===== config.mk =====
export PLATFORM = sky130hd
export DESIGN_NAME = irig_dcls_gen
export DESIGN_NICKNAME = d
export VERILOG_FILES = /design/src/rtl/irig_pkg.sv /design/src/rtl/irig_slot_timer.sv /design/src/rtl/irig_frame_map.sv /design/src/rtl/irig_pulse_shaper.sv /design/src/rtl/irig_dcls_gen.sv
export SDC_FILE = /design/constraint.sdc
export NUM_CORES = 1
export LEC_CHECK = 0
export BUFFER_PORTS_ARGS = -buffer_cell sky130_fd_sc_hd__buf_2
export CAP_MARGIN = 20
export CORE_ASPECT_RATIO = 0.6
export CORE_MARGIN = 10
export CORE_UTILIZATION = 60
export CTS_CLUSTER_DIAMETER = 100
export DETAILED_ROUTE_END_ITERATION = 10
export HOLD_SLACK_MARGIN = 0.15
export MAX_ROUTING_LAYER = met4
export PLACE_DENSITY = 0.79
export SLEW_MARGIN = 40
export SYNTH_ARGS = -nofsm -noshare
export SYNTH_HDL_FRONTEND = slang
export SYNTH_HIERARCHICAL = 1
export SYNTH_SLANG_ARGS = --single-unit

===== constraint.sdc =====
create_clock -name clk -period 3.8 [get_ports clk]
set_input_delay 0.38 -clock clk [delete_from_list [all_inputs] [get_ports clk]]
set_output_delay 0.38 -clock clk [all_outputs]
set_load 0.01 [all_outputs]

===== src/rtl/irig_pkg.sv =====
package irig_pkg;

  localparam int FRAME_SLOTS = 100;
  localparam int SLOT_MS     = 10;
  localparam int HI_MS_ZERO  = 2;
  localparam int HI_MS_ONE   = 5;
  localparam int HI_MS_MARK  = 8;
  localparam int IDX_W       = $clog2(FRAME_SLOTS);
  localparam int MS_W        = $clog2(SLOT_MS);
  localparam int PAR_FIRST   = 1;
  localparam int PAR_LAST    = 74;
  localparam int PAR_SLOT    = 75;

  typedef enum logic [1:0] {
    SYM_ZERO = 2'd0,
    SYM_ONE  = 2'd1,
    SYM_MARK = 2'd2
  } sym_t;

  typedef struct packed {
    logic [6:0]  sec;
    logic [6:0]  min;
    logic [5:0]  hour;
    logic [9:0]  day;
    logic [7:0]  year;
    logic        leap_pend;
    logic        leap_del;
    logic        dst_pend;
    logic        dst_on;
    logic        tz_neg;
    logic [3:0]  tz_hours;
    logic        tz_half;
    logic [3:0]  tfom;
    logic [16:0] sbs;
  } tod_snap_t;

  function automatic logic slot_is_marker(input logic [IDX_W-1:0] idx);
    return (idx == '0) || ((idx % IDX_W'(10)) == IDX_W'(9));
  endfunction

  function automatic logic [MS_W-1:0] sym_high_ms(input sym_t s);
    case (s)
      SYM_MARK: return MS_W'(HI_MS_MARK);
      SYM_ONE:  return MS_W'(HI_MS_ONE);
      default:  return MS_W'(HI_MS_ZERO);
    endcase
  endfunction

endpackage


===== src/rtl/irig_slot_timer.sv =====
module irig_slot_timer
  import irig_pkg::*;
#(
  parameter int TICKS_PER_MS = 100000
) (
  input  logic             clk,
  input  logic             rst_n,
  input  logic             start,
  output logic             run,
  output logic [MS_W-1:0]  ms_cnt,
  output logic [IDX_W-1:0] slot_idx,
  output logic             slot_end
);

  localparam int TICK_W = (TICKS_PER_MS > 1) ? $clog2(TICKS_PER_MS) : 1;
  localparam logic [TICK_W-1:0] TICK_LAST = TICK_W'(TICKS_PER_MS - 1);
  localparam logic [MS_W-1:0]   MS_LAST   = MS_W'(SLOT_MS - 1);
  localparam logic [IDX_W-1:0]  IDX_LAST  = IDX_W'(FRAME_SLOTS - 1);

  logic [TICK_W-1:0] tick_q, tick_d;
  logic [MS_W-1:0]   ms_q, ms_d;
  logic [IDX_W-1:0]  idx_q, idx_d;
  logic              run_q, run_d;
  logic              ms_wrap;

  assign ms_wrap  = run_q && (tick_q == TICK_LAST);
  assign slot_end = ms_wrap && (ms_q == MS_LAST);

  always_comb begin
    tick_d = tick_q;
    ms_d   = ms_q;
    idx_d  = idx_q;
    run_d  = run_q;
    if (start) begin
      tick_d = '0;
      ms_d   = '0;
      idx_d  = '0;
      run_d  = 1'b1;
    end else if (run_q) begin
      if (ms_wrap) begin
        tick_d = '0;
        if (ms_q == MS_LAST) begin
          ms_d = '0;
          if (idx_q == IDX_LAST) begin
            idx_d = '0;
            run_d = 1'b0;
          end else begin
            idx_d = idx_q + IDX_W'(1);
          end
        end else begin
          ms_d = ms_q + MS_W'(1);
        end
      end else begin
        tick_d = tick_q + TICK_W'(1);
      end
    end
  end

  always_ff @(posedge clk or negedge rst_n) begin
    if (!rst_n) begin
      tick_q <= '0;
      ms_q   <= '0;
      idx_q  <= '0;
      run_q  <= 1'b0;
    end else begin
      tick_q <= tick_d;
      ms_q   <= ms_d;
      idx_q  <= idx_d;
      run_q  <= run_d;
    end
  end

  assign run      = run_q;
  assign ms_cnt   = ms_q;
  assign slot_idx = idx_q;


  slot_bounds_chk: assert property (@(posedge clk) disable iff (!rst_n)
    (ms_q <= MS_LAST) && (idx_q <= IDX_LAST));


  restart_chk: assert property (@(posedge clk) disable iff (!rst_n)
    start |=> (run_q && idx_q == '0 && ms_q == '0));


  frame_stop_chk: assert property (@(posedge clk) disable iff (!rst_n)
    (slot_end && idx_q == IDX_LAST && !start) |=> !run_q);

endmodule


===== src/rtl/irig_frame_map.sv =====
module irig_frame_map
  import irig_pkg::*;
(
  input  tod_snap_t              snap,
  output logic [FRAME_SLOTS-1:0] data_bits
);

  always_comb begin
    data_bits        = '0;
    data_bits[4:1]   = snap.sec[3:0];
    data_bits[8:6]   = snap.sec[6:4];
    data_bits[13:10] = snap.min[3:0];
    data_bits[17:15] = snap.min[6:4];
    data_bits[23:20] = snap.hour[3:0];
    data_bits[26:25] = snap.hour[5:4];
    data_bits[33:30] = snap.day[3:0];
    data_bits[38:35] = snap.day[7:4];
    data_bits[41:40] = snap.day[9:8];
    data_bits[53:50] = snap.year[3:0];
    data_bits[58:55] = snap.year[7:4];
    data_bits[60]    = snap.leap_pend;
    data_bits[61]    = snap.leap_del;
    data_bits[62]    = snap.dst_pend;
    data_bits[63]    = snap.dst_on;
    data_bits[64]    = snap.tz_neg;
    data_bits[68:65] = snap.tz_hours;
    data_bits[70]    = snap.tz_half;
    data_bits[74:71] = snap.tfom;
    data_bits[88:80] = snap.sbs[8:0];
    data_bits[97:90] = snap.sbs[16:9];
  end

endmodule


===== src/rtl/irig_pulse_shaper.sv =====
module irig_pulse_shaper
  import irig_pkg::*;
(
  input  logic                   clk,
  input  logic                   rst_n,
  input  logic                   start,
  input  logic                   run,
  input  logic [MS_W-1:0]        ms_cnt,
  input  logic [IDX_W-1:0]       slot_idx,
  input  logic                   slot_end,
  input  logic [FRAME_SLOTS-1:0] data_bits,
  output logic                   tc_out
);

  logic par_q, par_d;
  logic cur_bit;
  logic in_par_span;
  sym_t cur_sym;

  assign in_par_span = (slot_idx >= IDX_W'(PAR_FIRST)) && (slot_idx <= IDX_W'(PAR_LAST));
  assign cur_bit     = (slot_idx == IDX_W'(PAR_SLOT)) ? par_q : data_bits[slot_idx];

  always_comb begin
    if (slot_is_marker(slot_idx)) cur_sym = SYM_MARK;
    else if (cur_bit)             cur_sym = SYM_ONE;
    else                          cur_sym = SYM_ZERO;
  end

  always_comb begin
    par_d = par_q;
    if (start)                          par_d = 1'b0;
    else if (slot_end && in_par_span)   par_d = par_q ^ cur_bit;
  end

  always_ff @(posedge clk or negedge rst_n) begin
    if (!rst_n) par_q <= 1'b0;
    else        par_q <= par_d;
  end

  assign tc_out = run && (ms_cnt < sym_high_ms(cur_sym));


  par_hold_chk: assert property (@(posedge clk) disable iff (!rst_n)
    (run && !start && slot_idx > IDX_W'(PAR_LAST)) |=> $stable(par_q));

endmodule


===== src/rtl/irig_dcls_gen.sv =====
module irig_dcls_gen
  import irig_pkg::*;
#(
  parameter int TICKS_PER_MS = 100000
) (
  input  logic        clk,
  input  logic        rst_n,
  input  logic        pps,
  input  logic [6:0]  sec_bcd,
  input  logic [6:0]  min_bcd,
  input  logic [5:0]  hour_bcd,
  input  logic [9:0]  day_bcd,
  input  logic [7:0]  year_bcd,
  input  logic        leap_pend,
  input  logic        leap_del,
  input  logic        dst_pend,
  input  logic        dst_on,
  input  logic        tz_neg,
  input  logic [3:0]  tz_hours,
  input  logic        tz_half,
  input  logic [3:0]  tfom,
  input  logic [16:0] sbs,
  output logic        tc_out
);

  logic                   pps_q;
  logic                   start;
  tod_snap_t              snap_q, snap_d, snap_in;
  logic                   run;
  logic [MS_W-1:0]        ms_cnt;
  logic [IDX_W-1:0]       slot_idx;
  logic                   slot_end;
  logic [FRAME_SLOTS-1:0] data_bits;

  assign start = pps && !pps_q;

  always_comb begin
    snap_in.sec       = sec_bcd;
    snap_in.min       = min_bcd;
    snap_in.hour      = hour_bcd;
    snap_in.day       = day_bcd;
    snap_in.year      = year_bcd;
    snap_in.leap_pend = leap_pend;
    snap_in.leap_del  = leap_del;
    snap_in.dst_pend  = dst_pend;
    snap_in.dst_on    = dst_on;
    snap_in.tz_neg    = tz_neg;
    snap_in.tz_hours  = tz_hours;
    snap_in.tz_half   = tz_half;
    snap_in.tfom      = tfom;
    snap_in.sbs       = sbs;
  end

  always_comb begin
    snap_d = snap_q;
    if (start) snap_d = snap_in;
  end

  always_ff @(posedge clk or negedge rst_n) begin
    if (!rst_n) begin
      pps_q  <= 1'b0;
      snap_q <= '0;
    end else begin
      pps_q  <= pps;
      snap_q <= snap_d;
    end
  end

  irig_slot_timer #(.TICKS_PER_MS(TICKS_PER_MS)) u_timer (
    .clk      (clk),
    .rst_n    (rst_n),
    .start    (start),
    .run      (run),
    .ms_cnt   (ms_cnt),
    .slot_idx (slot_idx),
    .slot_end (slot_end)
  );

  irig_frame_map u_map (
    .snap      (snap_q),
    .data_bits (data_bits)
  );

  irig_pulse_shaper u_shape (
    .clk       (clk),
    .rst_n     (rst_n),
    .start     (start),
    .run       (run),
    .ms_cnt    (ms_cnt),
    .slot_idx  (slot_idx),
    .slot_end  (slot_end),
    .data_bits (data_bits),
    .tc_out    (tc_out)
  );


  idle_low_chk: assert property (@(posedge clk) disable iff (!rst_n)
    !run |-> !tc_out);


  fall_point_chk: assert property (@(posedge clk) disable iff (!rst_n)
    (run && $fell(tc_out)) |-> (ms_cnt == MS_W'(HI_MS_ZERO) ||
                                ms_cnt == MS_W'(HI_MS_ONE)  ||
                                ms_cnt == MS_W'(HI_MS_MARK)));


  snap_hold_chk: assert property (@(posedge clk) disable iff (!rst_n)
    !start |=> $stable(snap_q));

endmodule


==> metrics.txt <==
final hold viol count=0; hold path cells=2; commonest register cell after synthesis=dfrtp_1; Routed Antenna Nets=0; Overall Global Routing Usage=18.4%; Crit path required time=3.42 ns; proportion of synthesized chip area in sequential cells=37.5%; Critical-path top delay cell=dfrtp_2; hold path start=sec_bcd[3]; Ports=73; number of global-route vias before repair=4322; failing checks=negative setup slack; antenna violations before repair=0; CP max FO=8; Site Rows=29; area taken by multi-input logic gates=3240 um2; Tcrit/Tclk final=103%; DRC viols=0; setup violators final=1; Initial Utilization=62.3%; fin crit period=3.90 ns; CP Capture Type=output port; layout cells sized above 1=37.2%; Synth Area per Inst=11.9 um2; Root Buffer=clkbuf_16; Vias per Instance=5.94; DIE AREA=15900 um2; Hold Crit Endpoint=snap_q[65]$_DFFE_PN0P_; wire length per cell=19.3 um; CP bufs+invs=3; dominant cell type by area after synthesis=dfrtp_1; area grow syn2layout=3.11%; Die Span X=156 um; FFs w/ async S/R, synth=100%; violation count after the first detailed-route iteration=266; Max Transition Viols Final=0; pin count of the biggest net entering global routing=90; Max Clk Rate=256 MHz; Final nets=649; VDD IR-drop max=0.204 mV; number of cells produced by synthesis=560; CTS Sinks=100; commonest non-fill, non-tap cell in the layout=dfrtp_1; H-tree depth=3; Hold WC Path Type=input port to flop; final worst setup slack=-0.102 ns; Synth top area share=37.5%; CTS tree=yes; reg2reg setup slack=1.27 ns; port bufs=72; EDFF count, synth=0; ANT cells=0; Die Ht=102 um; Arrival @ worst endpoint=3.52 ns; 1st-pass router iterations=5; leading cell types in the layout, fill and taps excluded=dfrtp_1, mux2_4, buf_2, conb_1, nor2_1; Worst Skew=0.00484 ns; Worst R2R End=u_shape/par_q$_DFFE_PN0P_; synthesized cell area=6670 um2; Crit path max-delay family=compound AO/OA/AOI/OAI gates; Fin Hold WS=0.260 ns; CTS clk-pin slew, worst paths=0.07 ns; PwrDens=374 nW/um2; Yosys cell types=67; flops & latches, synth=100; worst r2r src=u_timer/slot_idx[0]$_DFFE_PN0P_; dpl hpwl=9720 um; FF/Latch Area=2500 um2; Max Cap Viol=0; vias=4241; Leak=3.02 nW; Max stage delay on crit path=0.47 ns; YS warnings=6; RSZ-0062 raised after global routing=yes; clock tree buffer depth=2; FILL cells=793; Power Total=0.00257 W; core area=10700 um2; worst-path cell chain=buf_12 > buf_4 > mux4_2 > mux2i_4 > o221a_2 > o2111ai_2 > o311ai_2 > or3b_1 > ha_1 > o21a_1 > o21ai_1 > nand3b_1 > o21ai_2 > buf_2; first-pass GRT wire length=22800 um; R2R depth=10; GPL Wtd Cong=0.932; Clock Latency Late Sink=0.34 ns; top post-synthesis cells by area=dfrtp_1, mux2_4, buf_4, mux4_1, buf_12; gr ovfl total=0; relative max-transition margin=51.8%; outcome=finished with violations; Num CTS Buffers=9; CP Class=flop to output port; worst-margin pin slew=0.723 ns; startpoint types=flop; aggregate routed wire length=13800 um
[state kept, by name (all words and copies together) (netlist names)]
name              count
pps_q                 1
snap_q               69
u_shape/par_q         1
u_timer/ms_cnt        4
u_timer/run           1
u_timer/slot_idx      7
u_timer/tick_q       17
[through the flow]
step           instances  setup slack, ns  util [%]  instance area [um2]  setup TNS [ns]
2_1_floorplan        590            0.548         -                 6780               0
3_3_place_gp         684            0.234      59.5                 6370               0
3_5_place_dp         684            0.148      59.6                 6370               0
4_1_cts              709          -0.0906      63.7                 6820         -0.0906
5_1_grt              714           -0.210      64.2                 6880          -0.210
6_report             714           -0.102      64.2                 6880          -0.102
[cells in the mapped netlist, types with 10 or more instances]
master   instances
buf_4          101
dfrtp_1        100
mux2_4          69
nor2_1          27
nand2_1         22
a21oi_1         17
o21ai_0         16
buf_12          11
mux2i_1         11
nand3_1         11
nor3_1          11
mux4_1          10
nand4_1         10
[logic make-up after synthesis]
group,synth area share (%)
compound gates,8.09
buf+inv,16.3
simple gates,9.98
mux,25.2
fa+ha+maj,1.31
flops,37.5
other cells,0.0562
xor+xnor,1.58
[final cells by class]
| class | count | share of cell area (%) |
|---|---|---|
| tap | 139 | 2.53 |
| multi-input combinational | 354 | 47.1 |
| timing repair buffer | 96 | 9.21 |
| clock inverter | 6 | 0.728 |
| inverter | 9 | 0.491 |
| clock buffer | 10 | 3.48 |
| sequential | 100 | 36.4 |
[where the power goes]
part / switching, W / internal (W) / total [W]
sequential: 0.000100 / 0.00119 / 0.00129
clock: 0.000413 / 0.000467 / 0.000880
combinational: 0.000144 / 0.000258 / 0.000402
[per-layer routing]
layer	track usage, %	wire, um
met5	-	0
met4	4.55	144
met3	4.10	932
met2	25.9	5830
met1	26.4	6880
[repair_timing]
item | 4_1_cts | 5_1_grt
setup buffers | 5 | 5
setup endpoints to repair | 1 | 1
hold endpoints to repair | 78 | 0
hold buffers | 2 | 0
pin swaps | 3 | 3
resized for setup | 13 | 6
gates cloned | 2 | 0
[how the worst max path moves through the flow]
| stage | startpoint | to | slack (ns) | cells past startpoint |
|---|---|---|---|---|
| after floorplan | u_timer/slot_idx[0]$_DFFE_PN0P_ | tc_out | 0.55 | 12 |
| after global placement | u_timer/slot_idx[0]$_DFFE_PN0P_ | tc_out | 0.23 | 14 |
| after detailed placement | u_timer/slot_idx[0]$_DFFE_PN0P_ | tc_out | 0.15 | 14 |
| after CTS | u_timer/slot_idx[0]$_DFFE_PN0P_ | tc_out | -0.09 | 14 |
| after global routing | u_timer/slot_idx[0]$_DFFE_PN0P_ | tc_out | -0.21 | 16 |
| final | u_timer/slot_idx[0]$_DFFE_PN0P_ | tc_out | -0.10 | 14 |
No activity file was read; power rests on OpenSTA's default activity.
